**src/rtl/ecc_nand_pkg.sv**
```systemverilog
package ecc_nand_pkg;

  typedef enum logic [1:0] {
    ST_CLEAN   = 2'd0,
    ST_FIXABLE = 2'd1,
    ST_CODE    = 2'd2,
    ST_FATAL   = 2'd3
  } ecc_stat_e;

  typedef enum logic [2:0] {
    PH_IDLE = 3'd0,
    PH_DATA = 3'd1,
    PH_SKIP = 3'd2,
    PH_CODE = 3'd3,
    PH_EMIT = 3'd4
  } ecc_phase_e;

  // Bits of a byte whose index has bit c set.
  function automatic logic [7:0] col_mask(input int c);
    logic [7:0] m;
    for (int b = 0; b < 8; b++) m[b] = ((b >> c) & 1) == 1;
    return m;
  endfunction

endpackage

```
**src/rtl/ecc_sector_acc.sv**
```systemverilog
module ecc_sector_acc
  import ecc_nand_pkg::*;
#(
  parameter int ABITS = 9,
  parameter int CW    = 2 * ABITS + 6
) (
  input  logic             clk,
  input  logic             rst_n,
  input  logic             clr_i,
  input  logic             en_i,
  input  logic [ABITS-1:0] addr_i,
  input  logic [7:0]       data_i,
  output logic [CW-1:0]    acc_next_o
);

  logic [CW-1:0] acc_q;
  logic [CW-1:0] contrib;
  logic          byte_par;

  assign byte_par = ^data_i;

  // Line parities: whole-byte parity lands in the half selected by each address bit.
  for (genvar j = 0; j < ABITS; j++) begin : g_line
    assign contrib[2*j]   = addr_i[j] ? 1'b0 : byte_par;
    assign contrib[2*j+1] = addr_i[j] ? byte_par : 1'b0;
  end

  // Column parities: split the byte by each bit of the bit index.
  for (genvar c = 0; c < 3; c++) begin : g_col
    assign contrib[2*ABITS+2*c]   = ^(data_i & ~col_mask(c));
    assign contrib[2*ABITS+2*c+1] = ^(data_i &  col_mask(c));
  end

  assign acc_next_o = acc_q ^ (en_i ? contrib : '0);

  always_ff @(posedge clk or negedge rst_n) begin
    if (!rst_n)      acc_q <= '0;
    else if (clr_i)  acc_q <= '0;
    else if (en_i)   acc_q <= acc_next_o;
  end

endmodule

```
**src/rtl/ecc_syn_classify.sv**
```systemverilog
module ecc_syn_classify
  import ecc_nand_pkg::*;
#(
  parameter int ABITS = 9,
  parameter int CW    = 2 * ABITS + 6
) (
  input  logic [CW-1:0]    syn_i,
  output logic [1:0]       stat_o,
  output logic [ABITS-1:0] off_o,
  output logic [2:0]       bit_o
);

  localparam int NPAIR = ABITS + 3;

  logic [NPAIR-1:0] pair_one;
  logic [ABITS-1:0] off_raw;
  logic [2:0]       bit_raw;
  ecc_stat_e        stat;

  for (genvar i = 0; i < NPAIR; i++) begin : g_pair
    assign pair_one[i] = syn_i[2*i] ^ syn_i[2*i+1];
  end
  for (genvar j = 0; j < ABITS; j++) begin : g_off
    assign off_raw[j] = syn_i[2*j+1];
  end
  for (genvar c = 0; c < 3; c++) begin : g_bit
    assign bit_raw[c] = syn_i[2*ABITS+2*c+1];
  end

  always_comb begin
    if (syn_i == '0)          stat = ST_CLEAN;
    else if (&pair_one)       stat = ST_FIXABLE;
    else if ($onehot(syn_i))  stat = ST_CODE;
    else                      stat = ST_FATAL;
  end

  assign stat_o = stat;
  assign off_o  = (stat == ST_FIXABLE) ? off_raw : '0;
  assign bit_o  = (stat == ST_FIXABLE) ? bit_raw : '0;

endmodule

```
**src/rtl/ecc_nand_page_hamming.sv**
```systemverilog
module ecc_nand_page_hamming
  import ecc_nand_pkg::*;
#(
  parameter int SECTOR_BYTES = 512,
  parameter int SECTORS      = 4,
  parameter int SPARE_SKIP   = 52,
  localparam int ABITS = $clog2(SECTOR_BYTES),
  localparam int SECW  = $clog2(SECTORS)
) (
  input  logic             clk,
  input  logic             rst_n,
  input  logic             start_i,
  input  logic             mode_i,
  input  logic             in_valid_i,
  input  logic [7:0]       in_data_i,
  output logic             in_ready_o,
  output logic             out_valid_o,
  output logic [7:0]       out_data_o,
  input  logic             out_ready_i,
  output logic             stat_valid_o,
  output logic [1:0]       stat_code_o,
  output logic [SECW-1:0]  stat_sector_o,
  output logic [ABITS-1:0] stat_offset_o,
  output logic [2:0]       stat_bit_o
);

  localparam int CW    = 2 * ABITS + 6;
  localparam int CB    = (CW + 7) / 8;
  localparam int CBITS = CB * 8;
  localparam int CBW   = (CB > 1) ? $clog2(CB) : 1;
  localparam int SKW   = (SPARE_SKIP > 1) ? $clog2(SPARE_SKIP) : 1;

  ecc_phase_e         phase_q;
  logic               mode_q;
  logic [ABITS-1:0]   addr_q;
  logic [SECW-1:0]    sec_q;
  logic [SKW-1:0]     skip_q;
  logic [CBW-1:0]     cb_q;
  logic [CBITS-1:0]   calc_q [SECTORS];
  logic [CBITS-9:0]   codebuf_q;
  logic               stat_v_q;
  logic [1:0]         stat_c_q;
  logic [SECW-1:0]    stat_s_q;
  logic [ABITS-1:0]   stat_o_q;
  logic [2:0]         stat_b_q;

  logic               take, give, sect_last, page_last, cb_last, skip_last;
  logic               acc_en, acc_clr;
  logic [CW-1:0]      acc_next;
  logic [CBITS-1:0]   stored_full;
  logic [CW-1:0]      syn;
  logic [1:0]         cls_stat;
  logic [ABITS-1:0]   cls_off;
  logic [2:0]         cls_bit;

  // ---------------- handshake ----------------
  assign in_ready_o  = !start_i &&
                       (phase_q == PH_DATA || phase_q == PH_SKIP || phase_q == PH_CODE);
  assign out_valid_o = (phase_q == PH_EMIT);
  assign out_data_o  = calc_q[sec_q][{cb_q, 3'b000} +: 8];
  assign take        = in_valid_i && in_ready_o;
  assign give        = out_valid_o && out_ready_i;

  assign sect_last = (addr_q == ABITS'(SECTOR_BYTES - 1));
  assign page_last = (sec_q  == SECW'(SECTORS - 1));
  assign cb_last   = (cb_q   == CBW'(CB - 1));
  assign skip_last = (skip_q == SKW'(SPARE_SKIP - 1));

  // ---------------- parity accumulation ----------------
  assign acc_en  = take && (phase_q == PH_DATA);
  assign acc_clr = start_i || (acc_en && sect_last);

  ecc_sector_acc #(.ABITS(ABITS), .CW(CW)) u_acc (
    .clk        (clk),
    .rst_n      (rst_n),
    .clr_i      (acc_clr),
    .en_i       (acc_en),
    .addr_i     (addr_q),
    .data_i     (in_data_i),
    .acc_next_o (acc_next)
  );

  // ---------------- syndrome on the last code byte of a sector ----------------
  assign stored_full = {in_data_i, codebuf_q};
  assign syn         = stored_full[CW-1:0] ^ calc_q[sec_q][CW-1:0];

  ecc_syn_classify #(.ABITS(ABITS), .CW(CW)) u_cls (
    .syn_i  (syn),
    .stat_o (cls_stat),
    .off_o  (cls_off),
    .bit_o  (cls_bit)
  );

  // ---------------- sequencing ----------------
  always_ff @(posedge clk or negedge rst_n) begin
    if (!rst_n) begin
      phase_q   <= PH_IDLE;
      mode_q    <= 1'b0;
      addr_q    <= '0;
      sec_q     <= '0;
      skip_q    <= '0;
      cb_q      <= '0;
      codebuf_q <= '0;
      stat_v_q  <= 1'b0;
      stat_c_q  <= '0;
      stat_s_q  <= '0;
      stat_o_q  <= '0;
      stat_b_q  <= '0;
      for (int s = 0; s < SECTORS; s++) calc_q[s] <= '0;
    end else begin
      stat_v_q <= 1'b0;
      if (start_i) begin
        phase_q   <= PH_DATA;
        mode_q    <= mode_i;
        addr_q    <= '0;
        sec_q     <= '0;
        skip_q    <= '0;
        cb_q      <= '0;
        codebuf_q <= '0;
      end else begin
        unique case (phase_q)
          PH_DATA: if (take) begin
            addr_q <= addr_q + ABITS'(1);
            if (sect_last) begin
              calc_q[sec_q] <= CBITS'(acc_next);
              if (page_last) begin
                sec_q   <= '0;
                phase_q <= !mode_q ? PH_EMIT :
                           (SPARE_SKIP > 0) ? PH_SKIP : PH_CODE;
              end else begin
                sec_q <= sec_q + SECW'(1);
              end
            end
          end
          PH_SKIP: if (take) begin
            if (skip_last) begin
              skip_q  <= '0;
              phase_q <= PH_CODE;
            end else begin
              skip_q <= skip_q + SKW'(1);
            end
          end
          PH_CODE: if (take) begin
            if (cb_last) begin
              cb_q     <= '0;
              stat_v_q <= 1'b1;
              stat_c_q <= cls_stat;
              stat_s_q <= sec_q;
              stat_o_q <= cls_off;
              stat_b_q <= cls_bit;
              if (page_last) begin
                sec_q   <= '0;
                phase_q <= PH_IDLE;
              end else begin
                sec_q <= sec_q + SECW'(1);
              end
            end else begin
              codebuf_q[{cb_q, 3'b000} +: 8] <= in_data_i;
              cb_q <= cb_q + CBW'(1);
            end
          end
          PH_EMIT: if (give) begin
            if (cb_last) begin
              cb_q <= '0;
              if (page_last) begin
                sec_q   <= '0;
                phase_q <= PH_IDLE;
              end else begin
                sec_q <= sec_q + SECW'(1);
              end
            end else begin
              cb_q <= cb_q + CBW'(1);
            end
          end
          default: ;
        endcase
      end
    end
  end

  assign stat_valid_o  = stat_v_q;
  assign stat_code_o   = stat_c_q;
  assign stat_sector_o = stat_s_q;
  assign stat_offset_o = stat_o_q;
  assign stat_bit_o    = stat_b_q;

  // ---------------- assertions ----------------

  emit_after_data_chk: assert property (@(posedge clk) disable iff (!rst_n)
    $rose(out_valid_o) |-> $past(in_valid_i && in_ready_o));


  out_hold_chk: assert property (@(posedge clk) disable iff (!rst_n)
    (out_valid_o && !out_ready_i && !start_i) |=> (out_valid_o && $stable(out_data_o)));


  stat_mode_chk: assert property (@(posedge clk) disable iff (!rst_n)
    stat_valid_o |-> mode_q);


  stat_spacing_chk: assert property (@(posedge clk) disable iff (!rst_n)
    stat_valid_o |=> !stat_valid_o);


  stat_after_take_chk: assert property (@(posedge clk) disable iff (!rst_n)
    stat_valid_o |-> $past(in_valid_i && in_ready_o));


  stat_loc_zero_chk: assert property (@(posedge clk) disable iff (!rst_n)
    (stat_valid_o && stat_code_o != 2'd1) |-> (stat_offset_o == '0 && stat_bit_o == '0));

endmodule

```
**config.mk**
```make
export PLATFORM = sky130hd
export DESIGN_NAME = ecc_nand_page_hamming
export DESIGN_NICKNAME = d
export VERILOG_FILES = /design/src/rtl/ecc_nand_pkg.sv /design/src/rtl/ecc_sector_acc.sv /design/src/rtl/ecc_syn_classify.sv /design/src/rtl/ecc_nand_page_hamming.sv
export SDC_FILE = /design/constraint.sdc
export NUM_CORES = 1
export LEC_CHECK = 0
export BUFFER_PORTS_ARGS = -buffer_cell sky130_fd_sc_hd__buf_2
export CAP_MARGIN = 0
export CORE_MARGIN = 4
export CORE_UTILIZATION = 37
export CTS_CLUSTER_SIZE = 28
export DETAILED_ROUTE_END_ITERATION = 6
export GPL_ROUTABILITY_DRIVEN = 0
export HOLD_SLACK_MARGIN = 0.03
export SETUP_SLACK_MARGIN = 0.3
export SYNTH_ARGS = -nofsm -noshare
export SYNTH_HDL_FRONTEND = slang
export SYNTH_SLANG_ARGS = --single-unit
export TNS_END_PERCENT = 5
```
**constraint.sdc**
```tcl
create_clock -name clk -period 18.1 [get_ports clk]
set_clock_uncertainty 0.05 [all_clocks]
set_input_delay 3.62 -clock clk [delete_from_list [all_inputs] [get_ports clk]]
set_output_delay 3.62 -clock clk [all_outputs]
set_load 0.02 [all_outputs]
```
==> metrics.md, run 1 <==
| Metric | Value |
|---|---|
| Run status | `finished, final reports clean` |
| Switching share of power | `34.5%` |
| Launch point of the worst path | `start_i` |
| Area leader, netlist | `dfrtp_1` |
| Worst path arrival time | `4.39 ns` |
| Number of nets at the end of the flow | `1334` |
| MaxCap Viol Count | `0` |
| Mean area per synthesized cell | `9.02 sq um` |
| Final count of hold timing violations | `0` |
| Maximum number of pins on one net before global-route repair | `73` |
| Initial antenna violation count | `0` |
| Cell area after technology mapping | `0.0116 sq mm` |
| Clock root buffer | `clkbuf_16` |
| Share of flip-flops with an asynchronous set or reset | `100%` |
| Unrepaired setup endpoints after global routing | `false` |
| Post-synthesis cell type count | `51` |
| Number of vias in the routed layout | `8875` |
| Kind of start point of the critical path | `primary input` |
| Total number of yosys warnings | `0` |
| Floorplan Core Area | `0.0307 sq mm` |
| Y dimension of the die | `185 um` |
| Final clock period utilization by the worst path | `44.5%` |
| Leakage | `5.77 nW` |
| Kind of end point of the critical path | `primary output` |
| Router iterations before antenna repair | `5` |
| Clock Latency Late Sink | `0.44 ns` |
| Max rail drop VDD | `0.0524 mV` |
| Number of cells in the finished layout apart from fillers | `1667` |
| Area delta synth->final | `8.43%` |
| Die W | `185 um` |
| Transition time of the tightest slew-check pin | `1.06 ns` |
| Mean routed wirelength per cell | `18.3 um` |
| Reg2reg path depth | `20` |
| Area of the die | `0.0342 sq mm` |
| Sinks on the clock net | `176` |
| Critical register-to-register path startpoint | `sec_q[0]` |
| Cell count after synthesis | `1283` |
| First DRT Iteration DRCs | `732` |
| Net Sw Power | `0.375 mW` |
| Largest cells by area after synthesis | `dfrtp_1 (38%), nand2_1 (6.7%), mux4_2 (4.7%)` |
| Share of power burned in registers | `40.1%` |
| Hold buffer count at CTS | `0` |
| First-pass GRT wire length | `49100 um` |
| ANT nets after route | `0` |
| Worst slew slack as a fraction of its limit | `29.4%` |
| Kind of path behind the tightest hold check | `reg2reg` |
| Number of storage elements in the synthesis netlist | `176` |
| Setup TNS | `0 ns` |
| Post-detail-place hpwl | `20000 um` |
| Rows | `64` |
| Setup CP Type | `in2out` |
| Pins Over Slew Limit | `0` |
| Placed insts | `1635` |
| Number of nets produced by synthesis | `1359` |
| Cell-internal power | `0.711 mW` |
| Number of enable flip-flop cells after synthesis | `0` |
| Proportion of power drawn by the clock network | `34.4%` |
| WL final | `30400 um` |
| R2R Path End | `stat_code_o[0]` |
| Setup bufs post-CTS | `0` |
| Maximum operating frequency | `0.124 GHz` |
| Logic pwr share | `25.5%` |
| Minimum hold slack | `0.423 ns` |
| Multi-input combinational cell area | `0.00646 sq mm` |
| Number of port buffers | `40` |
| Seq/Total Area, Yosys | `38.1%` |
| Post-detailed-route via-to-cell ratio | `5.32` |
| Required time of the critical path | `14.43 ns` |
| Clock input transition at the sequential cells of the worst setup and hold paths | `0.07 ns` |
| Area share of the largest cell type after synthesis | `38.1%` |
| Number of ports placed on the die boundary | `41` |
| Final global-route overflow total | `0` |
| TritonCTS clock tree | `done` |
| Critical Path Sink | `in_ready_o` |
| Tot GR Track Use | `18.2%` |
| Number of global-route vias before repair | `8855` |
| Number of H-tree levels | `4` |
| Number of resized instances in the post-cts repair step | `0` |
| CTS Buf Count | `17` |
| Clock period minus final worst setup slack | `8.06 ns` |
| Total of fill cells in the finished design | `3099` |
| Starting density of the core | `37.6%` |
| Register-to-register setup slack | `11.78 ns` |
| Setup violations, final | `0` |
| Footprint of the flip-flops and latches | `0.00441 sq mm` |
| Fraction of final layout cells sized beyond drive strength 1 | `10.8%` |
| Most frequently used flop master after synthesis | `dfrtp_1` |
| Pwr/cell area | `86.5 mW/mm^2` |
| Count of unresolved DRC violations after routing | `0` |
| Number of antenna diodes | `0` |
| Number of buffers on the longest clock path | `2` |
| Maximum fanout along the worst path | `30` |
-- cell type report --
class	instances	area share (%)
Clock buffer	19	3.53
Clock inverter	13	1.10
Inverter	69	2.06
Multi-Input combinational cell	935	51.5
Sequential cell	176	35.1
Tap cell	396	3.95
Timing Repair Buffer	59	2.78
-- Yosys cell counts (11+ instances only) --
cell,number
nand2_1,206
dfrtp_1,176
nor2_1,138
a21oi_1,78
inv_1,69
clkbuf_1,60
nand3_1,55
o21ai_0,49
mux2i_1,47
ha_1,43
and2_1,38
xnor2_1,36
mux2_1,30
buf_2,24
mux4_2,24
a22o_1,20
fa_1,19
a32oi_1,18
o211ai_1,18
nand4_1,15
nor2b_1,15
xor2_1,15
nor3_1,11
-- cells in the final DEF (no fill, tap or decap), types with 4 or more instances in the layout --
master,netlist,final
nand2_1,206,206
dfrtp_1,176,175
nor2_1,138,137
a21oi_1,78,77
inv_1,69,69
nand3_1,55,55
o21ai_0,49,49
mux2i_1,47,47
ha_1,43,43
buf_2,24,39
and2_1,38,38
xnor2_1,36,36
mux2_1,30,30
mux4_2,24,24
a22o_1,20,20
fa_1,19,19
buf_4,10,19
o211ai_1,18,18
a32oi_1,18,18
clkbuf_16,0,17
xor2_1,15,15
nand4_1,15,15
nor2b_1,15,15
nor3_1,11,11
mux2_2,9,9
nand2b_1,6,6
o21ai_1,6,6
and4_1,5,5
xnor2_2,4,4
clkinv_2,0,4
-- metal layers --
| metal | GRT usage (%) | routed length, um |
|---|---|---|
| met1 | 24.8 | 13900 |
| met2 | 30.0 | 14400 |
| met3 | 3.48 | 1470 |
| met4 | 4.87 | 583 |
| met5 | 0 | 0 |
-- through the flow --
step	worst slack, ns	power [mW]	util (%)	cell area (sq um)
2_1_floorplan	9.73	0.647	-	11600
3_3_place_gp	9.79	0.716	38.9	12000
3_5_place_dp	9.67	0.718	38.9	12000
4_1_cts	10.03	1.09	40.8	12500
5_1_grt	9.92	1.14	40.8	12500
6_report	10.04	1.09	40.8	12500
-- worst min-delay path by stage --
stage	startpoint	to	slack [ns]	cells past startpoint
global route	calc_q[34]	calc_q[34]	0.46	2
CTS	stat_offset_o[1]	stat_offset_o[1]	0.43	2
finish	stat_offset_o[1]	stat_offset_o[1]	0.42	2
detailed placement	stat_offset_o[1]	stat_offset_o[1]	0.42	2
global placement	calc_q[42]	calc_q[42]	0.41	2
floorplan	calc_q[29]	calc_q[29]	0.39	2
-- power groups by stage --
stage	combinational [mW]	clock [mW]	sequential (mW)
finish	0.276	0.374	0.435
global route	0.301	0.397	0.439
CTS	0.277	0.381	0.435
detailed placement	0.276	0	0.442
global placement	0.273	0	0.443
floorplan	0.225	0	0.422
-- worst max-delay path: stages --
cell    delay, ns
buf_2        0.47
nor3_1       0.11
buf_2        0.18
-- state kept, by name, summed over array words and instances (netlist names), 3 cells and up --
name / count
calc_q: 96
u_acc.acc_q: 24
codebuf_q: 16
addr_q: 9
stat_offset_o: 9
skip_q: 6
phase_q: 3
stat_bit_o: 3
-- kinds of logic after synthesis --
kind of cell,after synthesis,share of synthesized area (%)
fa+ha+maj,62,7.94
compound gates,202,10.7
mux,110,12.5
xor+xnor,58,5.14
buf+inv,172,6.25
simple gates,503,19.4
flops,176,38.1
(Power assumes the default switching activity.)
==> inputs of run 2 (changes only) <==
--- a/config.mk
+++ b/config.mk
@@ -5,6 +5,7 @@
 export SDC_FILE = /design/constraint.sdc
 export NUM_CORES = 1
 export LEC_CHECK = 0
+export ABC_AREA = 1
 export BUFFER_PORTS_ARGS = -buffer_cell sky130_fd_sc_hd__buf_2
 export CAP_MARGIN = 0
 export CORE_MARGIN = 4
==> constraint.sdc (replaced) <==
create_clock -name clk -period 7.3 [get_ports clk]
set_clock_uncertainty 0.05 [all_clocks]
set_input_delay 1.46 -clock clk [delete_from_list [all_inputs] [get_ports clk]]
set_output_delay 1.46 -clock clk [all_outputs]
set_load 0.02 [all_outputs]
==> run 2 against run 1 <==
Net effect:
- sequential cell count unchanged
- count of clock-buffer cells in the layout up 1
- utilization up 0.67 points
- worst setup slack worse by 8.7 ns
- wire length down 4.9%
- synthesized cell count up 4.1%
- global-route usage up 0.92 points
- worst hold slack better by 0.0060 ns
- via count down 0.81%
- critical path type is now reg2reg
- largest cell class unchanged
- highest routed layer unchanged
==> metrics.md, run 2 <==
| Metric | Value |
|---|---|
| Mean routed wirelength per cell | `16.7 um` |
| Number of nets at the end of the flow | `1421` |
| Register-to-register setup slack | `1.36 ns` |
| Number of port buffers | `40` |
| Setup TNS | `0 ns` |
| Fraction of met2 tracks used by global routing | `31.6%` |
| Minimum hold slack | `0.429 ns` |
| Seq/Total Area, Yosys | `42.2%` |
| Top reg by flops | `calc_q` |
| Placed insts | `1704` |
| Number of ports placed on the die boundary | `41` |
| End point of the worst hold path | `calc_q[30]` |
| Place WS | `1.18 ns` |
| Count of unresolved DRC violations after routing | `0` |
| Leakage | `6.31 nW` |
| Area delta synth->final | `10.4%` |
| Reg2reg path depth | `22` |
| MaxCap Viol Count | `0` |
| TritonCTS clock tree | `done` |
| Number of nets produced by synthesis | `1411` |
| Commonest cells after routing, fill and taps aside | `nand2_1 (444), dfrtp_1 (176), nand3_1 (163), inv_1 (120), nor2_1 (74)` |
| WL final | `28900 um` |
| Number of cells in the finished layout apart from fillers | `1735` |
| Cell count after synthesis | `1335` |
| Worst slew slack as a fraction of its limit | `20.6%` |
| Kind of start point of the critical path | `flop` |
| Most frequently used flop master after synthesis | `dfrtp_1` |
| First-pass GRT wire length | `47200 um` |
| Setup CP Type | `reg2reg` |
| Router iterations before antenna repair | `5` |
| Number of storage elements in the synthesis netlist | `176` |
| Share of flip-flops with an asynchronous set or reset | `100%` |
| Cell area after technology mapping | `0.0104 sq mm` |
| Clock root buffer | `clkbuf_16` |
| Final clock period utilization by the worst path | `81.4%` |
| CTS Buf Count | `17` |
| Launch point of the worst path | `sec_q[1]` |
| Number of resized instances in the post-cts repair step | `0` |
| Hold buffer count at CTS | `0` |
| Routing layer with the top usage in global route | `met2` |
| Maximum number of pins on one net before global-route repair | `77` |
| Multi-input combinational cell area | `0.00523 sq mm` |
| Most numerous cell types in the synthesized netlist | `nand2_1 (444), dfrtp_1 (176), nand3_1 (163)` |
| Rows | `61` |
| ANT nets after route | `0` |
| Maximum operating frequency | `0.168 GHz` |
| Most numerous cell in the Yosys netlist | `nand2_1` |
| Clock period minus final worst setup slack | `5.94 ns` |
| R2R Path End | `stat_code_o[0]` |
| Number of enable flip-flop cells after synthesis | `0` |
| Die W | `176 um` |
| Y dimension of the die | `176 um` |
| Kind of path behind the tightest hold check | `reg2reg` |
| Total of fill cells in the finished design | `2909` |
| Starting density of the core | `37.6%` |
| Initial antenna violation count | `0` |
| Met1 capacity usage during global routing | `26.3%` |
| Worst-case setup margin in the final layout | `1.36 ns` |
| Number of antenna diodes | `0` |
| Setup violations, final | `0` |
| First DRT Iteration DRCs | `777` |
| Most common library cell in the layout ignoring fill and taps | `nand2_1` |
| Required time of the critical path | `7.58 ns` |
| Hold depth | `2` |
| Final global-route overflow total | `0` |
| Beginning of the worst hold path | `calc_q[30]` |
| Number of buffers on the longest clock path | `2` |
| Number of H-tree levels | `4` |
| Post-synthesis cell type count | `43` |
| Tot GR Track Use | `19.2%` |
| Top flop regs | `calc_q x96, u_acc.acc_q x24, codebuf_q x16` |
| Number of vias in the routed layout | `8803` |
| Post-detail-place hpwl | `19500 um` |
| Critical register-to-register path startpoint | `sec_q[1]` |
| Run status | `finished, final reports clean` |
| Mean area per synthesized cell | `7.82 sq um` |
| Worst path arrival time | `6.22 ns` |
| Maximum fanout along the worst path | `19` |
| Met3 usage in global routing | `3.08%` |
| Setup bufs post-CTS | `0` |
| Pins Over Slew Limit | `0` |
| Kind of end point of the critical path | `flop` |
| Largest cells by area after synthesis | `dfrtp_1 (42%), nand2_1 (16%), nand3_1 (7.8%)` |
| Util after Layout | `41.5%` |
| Fraction of final layout cells sized beyond drive strength 1 | `9.36%` |
| Floorplan Core Area | `0.0278 sq mm` |
| Final count of hold timing violations | `0` |
| Number of flip-flops under the largest register name | `96` |
| Clock input transition at the sequential cells of the worst setup and hold paths | `0.07 ns` |
| Area share of the largest cell type after synthesis | `42.2%` |
| Area of the die | `0.0310 sq mm` |
| Clock Latency Late Sink | `0.43 ns` |
| Total number of yosys warnings | `0` |
| Post-detailed-route via-to-cell ratio | `5.07` |
| Transition time of the tightest slew-check pin | `1.19 ns` |
| Sinks on the clock net | `176` |
| Max rail drop VDD | `0.432 mV` |
| Footprint of the flip-flops and latches | `0.00440 sq mm` |
| Number of global-route vias before repair | `8667` |
| Pwr/cell area | `403 mW/mm^2` |
| Unrepaired setup endpoints after global routing | `false` |
| Area leader, netlist | `dfrtp_1` |
## run 2: kinds of logic (layout without fill, tap and decap cells)
kind of cell / Yosys count / count (layout) / synth area share, %
AO/OA/AOI/OAI: 123 / 123 / 6.63
XOR/XNOR: 36 / 36 / 3.02
adder cells (fa/ha/maj): 62 / 62 / 8.80
buffers and inverters: 192 / 214 / 7.67
flip-flops: 176 / 176 / 42.2
AND/OR/NAND/NOR: 746 / 746 / 31.7
## run 2: how the worst max path moves through the flow
stage | to | slack [ns] | depth (start not counted)
6_report | stat_code_o[0] | 1.36 | 22
2_1_floorplan | stat_code_o[0] | 1.42 | 20
5_1_grt | stat_code_o[0] | 0.95 | 22
3_3_place_gp | stat_code_o[0] | 1.23 | 20
4_1_cts | stat_code_o[0] | 1.34 | 23
3_5_place_dp | stat_code_o[0] | 1.18 | 20
## run 2: stage by stage
step	area [sq um]	total power, mW
5_1_grt	11500	5.16
3_5_place_dp	10900	3.70
6_report	11500	4.64
3_3_place_gp	10900	3.62
2_1_floorplan	10400	3.02
4_1_cts	11500	4.69
## run 2: layout make-up
class | count | area share (%)
Multi-Input combinational cell | 967 | 45.4
Sequential cell | 176 | 38.2
Inverter | 130 | 4.23
Tap cell | 378 | 4.10
Clock buffer | 20 | 4.05
Timing Repair Buffer | 53 | 2.64
Clock inverter | 11 | 1.35
## run 2: worst max-delay path, stage by stage (launching register included)
cell	delay, ns
dfrtp_1	0.37
inv_1	0.53
buf_4	0.33
a21oi_1	0.06
o21ai_0	0.10
nand2_1	0.13
xor2_1	0.28
inv_1	0.08
ha_1	0.18
inv_1	0.07
fa_1	0.44
fa_1	0.54
fa_1	0.45
fa_1	0.55
inv_1	0.06
fa_1	0.47
ha_1	0.23
fa_1	0.38
xor2_1	0.17
nor4_1	0.16
nand3b_1	0.10
nand2_1	0.06
nand2_1	0.04
## run 2: per-layer routing
layer  up-vias  routed length [um]
met4         0                 583
met3        33                1320
met1      4246               13300
li1       4304                   -
met2       220               13700
met5         -                   0
## run 2: power by group
| group | total, mW | switching [mW] | internal, mW | leakage [nW] |
|---|---|---|---|---|
| clock | 0.974 | 0.406 | 0.569 | 0.303 |
| sequential | 1.05 | 0.0399 | 1.01 | 2.43 |
| combinational | 2.62 | 1.60 | 1.02 | 3.58 |
| total | 4.64 | 2.04 | 2.60 | 6.31 |
==> inputs of run 3 (changes only) <==
==> constraint.sdc (replaced) <==
create_clock -name clk -period 5.55 [get_ports clk]
set_clock_uncertainty 0.05 [all_clocks]
set_input_delay 1.11 -clock clk [delete_from_list [all_inputs] [get_ports clk]]
set_output_delay 1.11 -clock clk [all_outputs]
set_load 0.02 [all_outputs]
==> run 3 against run 2 <==
Net effect:
- the run now ends with design-rule violations left
- wire length is 4.2% higher
- die area stayed put
- critical path depth stayed put
- via count is 3.4% higher
- worst setup slack worse by 1.3 ns
- sequential cell count stayed put
- first-iteration DRC count is 15% higher
- cell count is 2.7% higher
- fmax is 9.0% higher
- design area is 6.0% higher
- critical path type unchanged
- largest cell class unchanged
==> metrics.md, run 3 (synthesis gave the netlist of run 2 again) <==
| Metric | Value |
|---|---|
| Required time of the critical path | `5.83 ns` |
| Switching share of power | `43.4%` |
| Die W | `176 um` |
| Register-to-register setup slack | `0.10 ns` |
| Logic pwr share | `63.1%` |
| Post-detailed-route via-to-cell ratio | `5.11` |
| Instance area after placement | `0.0113 sq mm` |
| Setup TNS | `0 ns` |
| Pins Over Slew Limit | `0` |
| Kind of path behind the tightest hold check | `reg2reg` |
| Proportion of power drawn by the clock network | `17.3%` |
| Tot GR Track Use | `19.9%` |
| Share of power burned in registers | `19.6%` |
| Post-route design area | `0.0122 sq mm` |
| WL final | `30100 um` |
| Number of antenna diodes | `0` |
| Top reg by flops | `calc_q` |
| Top flop regs | `calc_q x96, u_acc.acc_q x24, codebuf_q x16` |
| Sinks on the clock net | `176` |
| Commonest cells after routing, fill and taps aside | `nand2_1 (434), dfrtp_1 (176), nand3_1 (163), inv_1 (118), nor2_1 (74)` |
| Delay of the slowest critical-path stage | `0.53 ns` |
| Clock input transition at the sequential cells of the worst setup and hold paths | `0.07 ns` |
| Net Sw Power | `3.07 mW` |
| Post-detail-place hpwl | `20400 um` |
| Hold buffer count at CTS | `0` |
| Number of flip-flops under the largest register name | `96` |
| Maximum fanout along the worst path | `14` |
| Starting density of the core | `37.6%` |
| Maximum number of pins on one net before global-route repair | `90` |
| TritonCTS clock tree | `done` |
| Initial antenna violation count | `0` |
| Router iterations before antenna repair | `7` |
| Kind of start point of the critical path | `flop` |
| CTS Buf Count | `17` |
| Area delta synth->final | `17.1%` |
| Max rail drop VDD | `0.759 mV` |
| Number of nets at the end of the flow | `1467` |
| First DRT Iteration DRCs | `893` |
| Clock Latency Late Sink | `0.44 ns` |
| Rows | `61` |
| Pwr/cell area | `578 mW/mm^2` |
| Transition time of the tightest slew-check pin | `0.882 ns` |
| Total of fill cells in the finished design | `2815` |
| Final clock period utilization by the worst path | `98.2%` |
| Count of unresolved DRC violations after routing | `1` |
| ANT nets after route | `0` |
| Maximum operating frequency | `0.184 GHz` |
| Worst slew slack as a fraction of its limit | `41.0%` |
| Number of global-route vias before repair | `9007` |
| Number of buffers on the longest clock path | `2` |
| First-pass GRT wire length | `48800 um` |
| Run status | `complete, but fails checks` |
| Worst path arrival time | `5.73 ns` |
| Kind of end point of the critical path | `flop` |
| Cell-internal power | `4.00 mW` |
| Minimum hold slack | `0.431 ns` |
| Util after Layout | `44.0%` |
| Floorplan Core Area | `0.0278 sq mm` |
| Number of port buffers | `40` |
| Setup CP Type | `reg2reg` |
| Final count of hold timing violations | `0` |
| Violations in the final reports | `design-rule violations` |
| Number of vias in the routed layout | `9101` |
| Y dimension of the die | `176 um` |
| Clock period minus final worst setup slack | `5.45 ns` |
| Final global-route overflow total | `0` |
| MaxCap Viol Count | `0` |
| Number of buffer and inverter instances along the worst setup path | `6` |
| Unrepaired setup endpoints after global routing | `true` |
| Setup violations, final | `0` |
| Most common library cell in the layout ignoring fill and taps | `nand2_1` |
| Number of H-tree levels | `4` |
| Number of ports placed on the die boundary | `41` |
| Mean routed wirelength per cell | `16.9 um` |
| Fraction of final layout cells sized beyond drive strength 1 | `15.6%` |
| Leakage | `6.62 nW` |
| Clock root buffer | `clkbuf_16` |
| Family with the most delay on the worst path | `adder cells` |
| Slowest library cell on the worst path | `fa_2` |
| Worst-path cell chain | `buf_6 -> buf_16 -> o21ai_1 -> nand2_1 -> xor2_2 -> ha_1 -> inv_1 -> fa_2 -> inv_1 -> fa_1 -> inv_1 -> fa_2 -> inv_1 -> fa_2 -> fa_1 -> ha_4 -> fa_2 -> xor2_1 -> nor4_2 -> nand3b_1 -> nand2_1 -> nand2_1` |
| Area of the die | `0.0310 sq mm` |
==> run 3: cell types whose count changed in the layout (fill, tap and decap cells not counted), sizes merged <==
cell,delta
bufinv,-1
clkinvlp,-1
inv,+3
buf,+44
clkinv,+2
==> run 3: worst paths after layout <==
kind,startpoint,to,depth (start not counted)
worst max-delay path,sec_q[0],stat_code_o[0],22
worst min-delay path,stat_offset_o[4],stat_offset_o[4],2
worst min register to register,stat_offset_o[4],stat_offset_o[4],2
max in group asynchronous,rst_n,phase_q[0],2
worst max register to register,sec_q[0],stat_code_o[0],22
min in group asynchronous,rst_n,u_acc.acc_q[17],1
==> run 3: layer usage <==
layer / wire length, um / global-route usage, % / up-vias / share of wire (%)
met3: 1400 / 2.93 / 46 / 4.7
li1: - / - / 4397 / -
met5: 0 / 0 / - / 0
met4: 617 / 6.08 / 0 / 2.0
met2: 15000 / 34.4 / 242 / 50
met1: 13100 / 25.9 / 4416 / 44
==> run 3: metrics by stage <==
stage	power [mW]	setup slack [ns]	cells
after global routing	7.72	-0.117	1782
final	7.07	0.103	1782
after global placement	5.01	-0.0803	1741
after CTS	6.75	0.0908	1778
after floorplan	4.08	0.0807	1335
after detailed placement	5.15	-0.153	1741
==> run 3: cell type report <==
cell class | count | area [sq um] | area share, %
multi-input combinational | 967 | 5460 | 44.7
sequential | 176 | 4400 | 36.0
timing repair buffer | 99 | 810 | 6.63
inverter | 130 | 490 | 4.01
tap | 378 | 473 | 3.87
clock buffer | 18 | 429 | 3.51
clock inverter | 14 | 154 | 1.26
==> run 3: worst reg2reg max path: stages, from the launching register on <==
cell	delay [ns]
dfrtp_1	0.43
buf_6	0.18
buf_16	0.17
o21ai_1	0.17
nand2_1	0.16
xor2_2	0.21
ha_1	0.30
inv_1	0.06
fa_2	0.53
inv_1	0.05
fa_1	0.47
inv_1	0.05
fa_2	0.51
inv_1	0.05
fa_2	0.34
fa_1	0.52
ha_4	0.19
fa_2	0.39
xor2_1	0.17
nor4_2	0.13
nand3b_1	0.10
nand2_1	0.07
nand2_1	0.04
==> run 3: power groups by stage <==
| stage | combinational [mW] | sequential, mW | clock (mW) |
|---|---|---|---|
| after floorplan | 2.69 | 1.39 | 0 |
| after global placement | 3.61 | 1.40 | 0 |
| after detailed placement | 3.75 | 1.40 | 0 |
| after CTS | 4.12 | 1.38 | 1.24 |
| after global routing | 5.04 | 1.39 | 1.29 |
| final | 4.46 | 1.39 | 1.23 |
==> run 3: repair_timing <==
item / in CTS / in global routing
gates resized for setup: 38 / 23
endpoints found under the setup margin: 1 / 1
pin swaps: 15 / 17
cloned: 1 / 2
buffers inserted: 4 / 2
